File: src/rtl/pib_pkg.sv
package pib_pkg;

  localparam int REG_W = 32;

  // register offsets on the software side
  typedef enum logic [1:0] {
    OFS_DATA = 2'd0,
    OFS_CMD  = 2'd1,
    OFS_STAT = 2'd2,
    OFS_NONE = 2'd3
  } reg_ofs_e;

  // command word bit positions (decoded by software, must stay fixed)
  localparam int ADDR_LSB = 0;
  localparam int LANE_LSB = 8;
  localparam int RATE_BIT = 12;
  localparam int WCMD_BIT = 16;
  localparam int ACK_BIT  = 24;

  // status word bit positions
  localparam int STAT_RDY_BIT = 0;
  localparam int STAT_ERR_BIT = 1;

  typedef struct packed {
    logic       wcmd;
    logic       rate;
    logic [3:0] lane;
    logic [7:0] addr;
  } phy_cmd_t;

  // assemble the command readback word
  function automatic logic [REG_W-1:0] cmd_readback(phy_cmd_t c, logic ack);
    logic [REG_W-1:0] w;
    w = '0;
    w[ADDR_LSB +: 8] = c.addr;
    w[LANE_LSB +: 4] = c.lane;
    w[RATE_BIT]      = c.rate;
    w[WCMD_BIT]      = c.wcmd;
    w[ACK_BIT]       = ack;
    return w;
  endfunction

  // assemble the status readback word
  function automatic logic [REG_W-1:0] stat_readback(logic rdy, logic err);
    logic [REG_W-1:0] w;
    w = '0;
    w[STAT_RDY_BIT] = rdy;
    w[STAT_ERR_BIT] = err;
    return w;
  endfunction

  // next value of the pending-phase cycle counter
  function automatic int unsigned wait_next(int unsigned cur, logic pending, logic hit);
    if (!pending)  return 0;
    else if (hit)  return cur;
    else           return cur + 1;
  endfunction

endpackage

File: src/rtl/pib_sync.sv
module pib_sync #(
  parameter int STAGES = 2
) (
  input  logic clk,
  input  logic rst_n,
  input  logic d,
  output logic q
);

  generate
    if (STAGES == 0) begin : g_bypass
      assign q = d;
    end else begin : g_chain
      logic [STAGES-1:0] sh_q;
      always_ff @(posedge clk or negedge rst_n) begin
        if (!rst_n) begin
          sh_q <= '0;
        end else begin
          sh_q[0] <= d;
          for (int i = 1; i < STAGES; i++) sh_q[i] <= sh_q[i-1];
        end
      end
      assign q = sh_q[STAGES-1];
    end
  endgenerate

endmodule

File: src/rtl/pib_regs.sv
module pib_regs
  import pib_pkg::*;
(
  input  logic             clk,
  input  logic             rst_n,
  input  logic             we,
  input  logic [1:0]       waddr,
  input  logic [REG_W-1:0] wdata,
  input  logic [1:0]       raddr,
  input  logic             busy,
  input  logic             ack_stat,
  input  logic             rdy_stat,
  input  logic             err_stat,
  output logic [REG_W-1:0] data_q,
  output phy_cmd_t         cmd_q,
  output logic             cmd_accept,
  output logic             err_clr,
  output logic [REG_W-1:0] rdata
);

  logic     cmd_wr;
  logic     data_wr;
  phy_cmd_t cmd_new;

  assign cmd_wr     = we && (waddr == OFS_CMD);
  assign data_wr    = we && (waddr == OFS_DATA);
  assign cmd_accept = cmd_wr && !busy;
  assign err_clr    = we && (waddr == OFS_STAT) && wdata[STAT_ERR_BIT];

  assign cmd_new.addr = wdata[ADDR_LSB +: 8];
  assign cmd_new.lane = wdata[LANE_LSB +: 4];
  assign cmd_new.rate = wdata[RATE_BIT];
  assign cmd_new.wcmd = wdata[WCMD_BIT];

  always_ff @(posedge clk or negedge rst_n) begin
    if (!rst_n)        data_q <= '0;
    else if (data_wr)  data_q <= wdata;
  end

  always_ff @(posedge clk or negedge rst_n) begin
    if (!rst_n)          cmd_q <= '0;
    else if (cmd_accept) cmd_q <= cmd_new;
  end

  always_comb begin
    unique case (raddr)
      OFS_DATA: rdata = data_q;
      OFS_CMD:  rdata = cmd_readback(cmd_q, ack_stat);
      OFS_STAT: rdata = stat_readback(rdy_stat, err_stat);
      default:  rdata = '0;
    endcase
  end


  busy_write_ignored_chk: assert property (@(posedge clk) disable iff (!rst_n)
    (cmd_wr && busy) |=> $stable(cmd_q));


  field_hold_chk: assert property (@(posedge clk) disable iff (!rst_n)
    !cmd_accept |=> $stable(cmd_q));

endmodule

File: src/rtl/pib_handshake.sv
module pib_handshake (
  input  logic clk,
  input  logic rst_n,
  input  logic cmd_accept,
  input  logic new_wcmd,
  input  logic ack_s,
  output logic req_q,
  output logic busy,
  output logic issue_evt,
  output logic drop_evt
);

  assign issue_evt = cmd_accept && new_wcmd && !req_q;
  assign drop_evt  = cmd_accept && !new_wcmd && req_q;
  assign busy      = req_q ^ ack_s;

  always_ff @(posedge clk or negedge rst_n) begin
    if (!rst_n)         req_q <= 1'b0;
    else if (issue_evt) req_q <= 1'b1;
    else if (drop_evt)  req_q <= 1'b0;
  end


  req_change_chk: assert property (@(posedge clk) disable iff (!rst_n)
    (req_q != $past(req_q)) |-> $past(cmd_accept));


  issue_raises_chk: assert property (@(posedge clk) disable iff (!rst_n)
    issue_evt |=> req_q);


  drop_lowers_chk: assert property (@(posedge clk) disable iff (!rst_n)
    drop_evt |=> !req_q);

endmodule

File: src/rtl/pib_timeout.sv
module pib_timeout
  import pib_pkg::*;
#(
  parameter int TIMEOUT_CYC = 64
) (
  input  logic clk,
  input  logic rst_n,
  input  logic busy,
  input  logic err_clr,
  output logic err_q,
  output logic hit
);

  localparam int CNT_W = $clog2(TIMEOUT_CYC + 1);
  localparam logic [CNT_W-1:0] LIM = CNT_W'(TIMEOUT_CYC - 1);

  logic [CNT_W-1:0] cnt_q;
  logic [CNT_W-1:0] cnt_d;

  assign hit   = busy && (cnt_q == LIM);
  assign cnt_d = CNT_W'(wait_next(int'(cnt_q), busy, hit));

  always_ff @(posedge clk or negedge rst_n) begin
    if (!rst_n) begin
      cnt_q <= '0;
      err_q <= 1'b0;
    end else begin
      cnt_q <= cnt_d;
      if (hit)          err_q <= 1'b1;
      else if (err_clr) err_q <= 1'b0;
    end
  end


  err_sticky_chk: assert property (@(posedge clk) disable iff (!rst_n)
    (err_q && !err_clr) |=> err_q);


  err_cause_chk: assert property (@(posedge clk) disable iff (!rst_n)
    $rose(err_q) |-> $past(busy));


  cnt_bound_chk: assert property (@(posedge clk) disable iff (!rst_n)
    cnt_q <= LIM);


  idle_reset_chk: assert property (@(posedge clk) disable iff (!rst_n)
    !busy |=> (cnt_q == '0));

endmodule

File: src/rtl/phy_ind_bridge.sv
module phy_ind_bridge
  import pib_pkg::*;
#(
  parameter int SYNC_STAGES = 2,
  parameter int TIMEOUT_CYC = 64
) (
  input  logic        clk,
  input  logic        rst_n,
  input  logic        reg_we,
  input  logic [1:0]  reg_waddr,
  input  logic [31:0] reg_wdata,
  input  logic [1:0]  reg_raddr,
  output logic [31:0] reg_rdata,
  output logic        phy_req_o,
  output logic        phy_rate_o,
  output logic [3:0]  phy_lane_o,
  output logic [7:0]  phy_addr_o,
  output logic [31:0] phy_wdata_o,
  input  logic        phy_ack_i,
  input  logic        phy_ready_i
);

  logic     ack_s, rdy_s;
  logic     busy, req_q, issue_evt, drop_evt;
  logic     cmd_accept, err_clr, err_q, tmo_hit;
  phy_cmd_t cmd_q;
  logic [REG_W-1:0] data_q;

  pib_sync #(.STAGES(SYNC_STAGES)) u_ack_sync (
    .clk(clk), .rst_n(rst_n), .d(phy_ack_i), .q(ack_s));

  pib_sync #(.STAGES(SYNC_STAGES)) u_rdy_sync (
    .clk(clk), .rst_n(rst_n), .d(phy_ready_i), .q(rdy_s));

  pib_regs u_regs (
    .clk(clk), .rst_n(rst_n),
    .we(reg_we), .waddr(reg_waddr), .wdata(reg_wdata), .raddr(reg_raddr),
    .busy(busy), .ack_stat(ack_s), .rdy_stat(rdy_s), .err_stat(err_q),
    .data_q(data_q), .cmd_q(cmd_q), .cmd_accept(cmd_accept),
    .err_clr(err_clr), .rdata(reg_rdata));

  pib_handshake u_hs (
    .clk(clk), .rst_n(rst_n),
    .cmd_accept(cmd_accept), .new_wcmd(reg_wdata[WCMD_BIT]), .ack_s(ack_s),
    .req_q(req_q), .busy(busy), .issue_evt(issue_evt), .drop_evt(drop_evt));

  pib_timeout #(.TIMEOUT_CYC(TIMEOUT_CYC)) u_tmo (
    .clk(clk), .rst_n(rst_n), .busy(busy), .err_clr(err_clr),
    .err_q(err_q), .hit(tmo_hit));

  assign phy_req_o   = req_q;
  assign phy_rate_o  = cmd_q.rate;
  assign phy_lane_o  = cmd_q.lane;
  assign phy_addr_o  = cmd_q.addr;
  assign phy_wdata_o = data_q;


  req_tracks_cmd_chk: assert property (@(posedge clk) disable iff (!rst_n)
    (issue_evt || drop_evt) |=> (phy_req_o == cmd_q.wcmd));


  hit_sets_err_chk: assert property (@(posedge clk) disable iff (!rst_n)
    tmo_hit |=> err_q);

endmodule

File: config.mk
export PLATFORM = sky130hd
export DESIGN_NAME = phy_ind_bridge
export DESIGN_NICKNAME = d
export VERILOG_FILES = /design/src/rtl/pib_pkg.sv /design/src/rtl/pib_sync.sv /design/src/rtl/pib_regs.sv /design/src/rtl/pib_handshake.sv /design/src/rtl/pib_timeout.sv /design/src/rtl/phy_ind_bridge.sv
export SDC_FILE = /design/constraint.sdc
export NUM_CORES = 1
export LEC_CHECK = 0
export BUFFER_PORTS_ARGS = -buffer_cell sky130_fd_sc_hd__buf_4
export CAP_MARGIN = 20
export CORE_AREA = 2 2 77 79
export DETAILED_ROUTE_END_ITERATION = 8
export DIE_AREA = 0 0 79 81
export PLACE_DENSITY = 0.88
export SLEW_MARGIN = 40
export SYNTH_ARGS = -nofsm -noshare
export SYNTH_HDL_FRONTEND = slang
export SYNTH_SLANG_ARGS = --single-unit
File: constraint.sdc
create_clock -name clk -period 2.4 [get_ports clk]
set_clock_uncertainty 0.05 [all_clocks]
set_input_delay 0.12 -clock clk [delete_from_list [all_inputs] [get_ports clk]]
set_output_delay 0.12 -clock clk [all_outputs]
set_load 0.03 [all_outputs]
After elaboration in Yosys (flattened, before gate mapping)
Index checks and enable logic that the tools add are counted.
- output and inout bits: 78
- input bits: 41
- flip-flop bits (word level): 59
- logic and storage cells: 42
- add/sub/neg operators: 1
- equal/unequal tests: 6
- muxes and demuxes: 7
- bitwise operators: 1
- reductions and logical operators: 17
- operators by type and width (operator ; number):
    case mux 32 bit (3 select lines) ; 1
    2-to-1 mux 7 bit ; 2
    logical AND 1 bit ; 10
    adder 7 x 1 -> 7 bit (second input constant) ; 1
    == test 7 x 6 -> 1 bit (second input constant) ; 1
    == test 2 x 1 -> 1 bit (second input constant) ; 2
    == test 2 bit (second input constant) ; 2
    logical NOT 2 bit ; 2
    2-to-1 mux 1 bit ; 4
    nonzero test 2 bit ; 2
    logical NOT 1 bit ; 3
    inequality test 2 bit (second input constant) ; 1
    XOR 1 bit ; 1

Depth between registers and ports, before layout
- depth after elaboration: 7
- mapped depth: 5
- mapped depth without buffers: 4

By module
A second synthesis with hierarchy kept.
- cells, all modules: 201
- area total of the unflattened synthesis: 2693.8 um2
- modules (own cells, without submodules) (module ; sequential area each (um2) ; instances ; cells an instance ; area an instance (um2)):
    pib_regs ; 1151.1 ; 1 ; 154 ; 2133.3
    pib_timeout ; 200.2 ; 1 ; 38 ; 391.6
    pib_sync ; 50.0 ; 2 ; 2 ; 50.0
    pib_handshake ; 25.0 ; 1 ; 5 ; 68.8

Least setup slack after synthesis
OpenSTA, ideal clock, no wires.
- kind: reg-to-reg
- from: register u_hs.req_q
- to: register u_hs.req_q
- slack: 0.619 ns
- path buffers: 2
- required time: 2.225 ns
- library setup time: 0.125 ns
- stages on the path, launching flop included: 6
- arrival time: 1.606 ns
- cell sequence: dfrtp_1 -> xnor2_2 -> and4b_1 -> buf_6 -> buf_12 -> mux2_4
- longest elaborated chain between the ends: 6
- elaborated cells between the ends (all ways): 10
- classes of those cells: 1 x mux; 1 x bitwise; 8 x reduce/logical
- ends and longest elaborated chain (element ; RTL line ; text):
    start, declared ; pib_handshake.sv:7 ; output logic req_q,
    start signal, assigned ; pib_handshake.sv:18 ; if (!rst_n) req_q <= 1'b0;
    start signal, assigned ; pib_handshake.sv:19 ; else if (issue_evt) req_q <= 1'b1;
    start signal, assigned ; pib_handshake.sv:20 ; else if (drop_evt) req_q <= 1'b0;
    XOR 1 bit ; pib_handshake.sv:15 ; assign busy = req_q ^ ack_s;
    logical NOT 1 bit ; n/a ;
    logical AND 1 bit ; pib_regs.sv:27 ; assign cmd_accept = cmd_wr && !busy;
    logical AND 1 bit (on tied branches) (2 in a row) ; pib_handshake.sv:13, pib_handshake.sv:14 ;
    2-to-1 mux 1 bit or nonzero test 2 bit (tied branches) ; n/a ;
Parallel ways exist; a longest one is shown, timed or not.
A chain may end at the register's enable or synchronous reset.

Worst setup path in the final report
- from: register u_hs.req_q
- to: register u_regs.cmd_q[12] (netlist name)
- longest elaborated chain between the ends: 3
- ends and longest elaborated chain (element ; RTL line):
    XOR 1 bit ; pib_handshake.sv:15
    logical NOT 1 bit ; n/a
    logical AND 1 bit ; pib_regs.sv:27
No other way between the ends.

==> results.toml <==
[logic_synthesis]
ys_types = 32
syn_area_um2 = 2750
async_flop_share_pct = 100
synthFlopType = "dfrtp_1"
synthesis.nets = 252
syn_avg_cell_area_um2 = 13.1
synth_edf_count = 0
synthCells = 210
ys_seq_area_share_pct = 53.8
ys_ff_latch = 59
synthTopCellsByCount = "59 x dfrtp_1, 37 x mux2_2, 17 x and2_1"
ys_warn_count = 0
yosysTopAreaCellShare_pct = 53.8
ys_top_cells_by_area = "dfrtp_1 54%, mux2_2 15%, mux2_4 5.5%, mux2i_1 5.5%, and2_1 3.9%"
synth_area_leader_cell = "dfrtp_1"
yosysMostFrequentCell = "dfrtp_1"

[critical_path]
ff2ff_path_depth = 4
path_buf_inv = 1
crit_path_start = "u_hs.req_q$_DFFE_PN0P_"
reg2reg_slack_ns = 0.55
critPathMaxFanout = 15
crit_arrival_ns = 2.02
cp_cell_sequence = "xnor2_2 > and4b_1 > buf_4 > mux2_2"
slowest_delay_ns = 0.42
r2r-end = "u_regs.cmd_q[12]$_DFFE_PN0P_"
worstSetupEndpoint = "u_regs.cmd_q[12]$_DFFE_PN0P_"
end_kind = "flop"
cp.required_ns = 2.57
crit_slowest_cell = "dfrtp_1"
startpoint_type = "flop"
path_depth = 4
worstReg2RegStart = "u_hs.req_q$_DFFE_PN0P_"
cp_top_family = "flip-flops"
crit_type = "reg -> reg"

[finish]
drive_gt1_share_pct = 51.0
final_nets = 396
num_antenna_cells = 0
fillers = 388
fin_area_um2 = 4130
syn_to_final_growth_pct = 50.4

[sta]
fmax_mhz = 541
fin_crit_sh_pct = 77.1
setup_viol = 0
tightest_slew_ns = 0.542
period_minus_slack_ns = 1.85
maxSlewViolCount = 0
hold_violations = 0
rsz0062_at_grt = "false"
slew_headroom_pct = 63.8
setup_tns_ns = 0
post-route-worst-setup-slack_ns = 0.551

[power]
pwr-share-seq_pct = 36.3
internal_power_mw = 2.51
switching_power_mw = 1.55
power_frac_comb_pct = 42.4
ir_worst_vdd_v = 0.000727
clockPowerShare_pct = 21.3
power_density_nw_per_um2 = 985
swShare_pct = 38.1
leakagePower_nw = 1.99

[clock_network]
cts_buffer_depth = 2
cts.sinks = 59
ctsResizeCount = 0
htree_levels = 3
clk_latency_ns = 0.33
cts_root_buf = "clkbuf_8"
cts_tree = "done"
path_clk_slew_ns = 0.06
cts_buffers = 9
postCtsSetupBuffers = 0
ctsHoldBuffers = 35

[placement]
hpwl_mm = 4.34
post-place-ws_ns = 0.567
portBuffers = 118
place_area_um2 = 3590
gp_congestion = 0.805

[routing]
drcViolationCount = 0
routed_via_density = 5.05
dr.pass1.iters = 4
wire_per_inst_um = 16.3
routed_wl_mm = 7.06
dr_total_vias = 2183
drtIter0Drc = 46
ant_nets = 0

[grt]
grt_max_degree = 60
track_usage_pct = 22.3
antenna_found_initial = 0
grt_pass1_vias = 2175
grt-ovfl-total = 0
grt_pass1_wl_mm = 10.8

[die]
fp.dieArea_um2 = 6400
rows = 28
initial_core_util_pct = 48.4
coreArea_um2 = 5680
die_h_um = 81
die_w_um = 79
pin_count = 119

[hold_path]
hp-class = "in -> reg"

[flow_run]
cap_violations = 0

[run_status]
status = "complete, no violations"
## worst min-delay path by stage
stage	start	end	slack [ns]	cells past startpoint
2_1_floorplan	rst_n	u_ack_sync.g_chain.sh_q[0]$_DFF_PN0_	-0.23	0
3_3_place_gp	rst_n	u_regs.data_q[30]$_DFFE_PN0P_	0.18	1
3_5_place_dp	rst_n	u_rdy_sync.g_chain.sh_q[1]$_DFF_PN0_	0.18	1
4_1_cts	reg_waddr[0]	u_tmo.err_q$_DFFE_PN0P_	0.08	4
5_1_grt	reg_waddr[0]	u_tmo.err_q$_DFFE_PN0P_	0.13	4
6_report	reg_waddr[0]	u_tmo.err_q$_DFFE_PN0P_	0.09	4
## layout by cell type, fill, tap and decap left out, drive strengths merged, types with 2 or more instances in the layout
cell,instances
and2,17
nor2,14
nor3,2
mux2,47
dfrtp,59
o21ai,5
dlygate4sd3,35
a21oi,2
a211oi,2
clkbuf,12
nand2,5
buf,120
a31oi,3
nand3,2
mux2i,15
nor2b,2
## flip-flops by register name (all words and copies together) (netlist names)
| register | cells |
|---|---|
| u_ack_sync.g_chain.sh_q | 2 |
| u_rdy_sync.g_chain.sh_q | 2 |
| u_regs.cmd_q | 14 |
| u_tmo.err_q | 1 |
| u_hs.req_q | 1 |
| u_tmo.cnt_q | 7 |
| u_regs.data_q | 32 |
## layout make-up
class / count / area, µm² / area share (%)
inverter: 1 / 3.75 / 0.0909
clock inverter: 2 / 37.5 / 0.909
multi-input combinational: 128 / 1120 / 27.0
sequential: 59 / 1480 / 35.8
tap: 75 / 93.8 / 2.27
clock buffer: 12 / 145 / 3.52
timing repair buffer: 155 / 1250 / 30.4
## per-layer routing
layer	vias up	global-route usage (%)	part of all wire, %
met5	-	0	0
met1	1079	25.6	40
li1	1003	-	-
met4	0	10.3	2.5
met2	84	39.2	52
met3	17	5.56	5.3
## stage by stage
| stage | hold WS [ns] | std cells | total power [mW] | util [%] |
|---|---|---|---|---|
| after floorplan | -0.226 | 210 | 2.64 | - |
| after global placement | 0.179 | 383 | 3.10 | 63.2 |
| after detailed placement | 0.181 | 383 | 3.15 | 63.2 |
| after CTS | 0.0835 | 432 | 4.06 | 72.6 |
| after global routing | 0.129 | 432 | 4.25 | 72.7 |
| final | 0.0885 | 432 | 4.06 | 72.7 |
## worst reg2reg max path: cells and delay by family, from the launching register on
| family | cells | cell delay [ns] |
|---|---|---|
| mux | 1 | 0.38 |
| simple gates | 1 | 0.25 |
| buf+inv | 1 | 0.29 |
| flops | 1 | 0.42 |
| xor+xnor | 1 | 0.35 |
## power groups by stage
stage	Clock [mW]	Combinational, mW	Sequential (mW)
final	0.864	1.72	1.48
after global routing	0.926	1.81	1.51
after CTS	0.875	1.72	1.47
after detailed placement	0	1.67	1.48
after global placement	0	1.63	1.47
after floorplan	0	0.976	1.67
## logic make-up (layout without fill, tap and decap cells)
family	count (synthesis)	in the layout	synth area share, %
muxes	62	62	26.1
DFF	59	59	53.8
and+or+nand+nor	49	49	9.80
buffers and inverters	23	170	5.88
AOI/OAI and AO/OA	14	14	3.05
xor gates and xnor gates	2	2	0.912
adders and majority gates	1	1	0.456
Power figures use the tool's default switching activity.
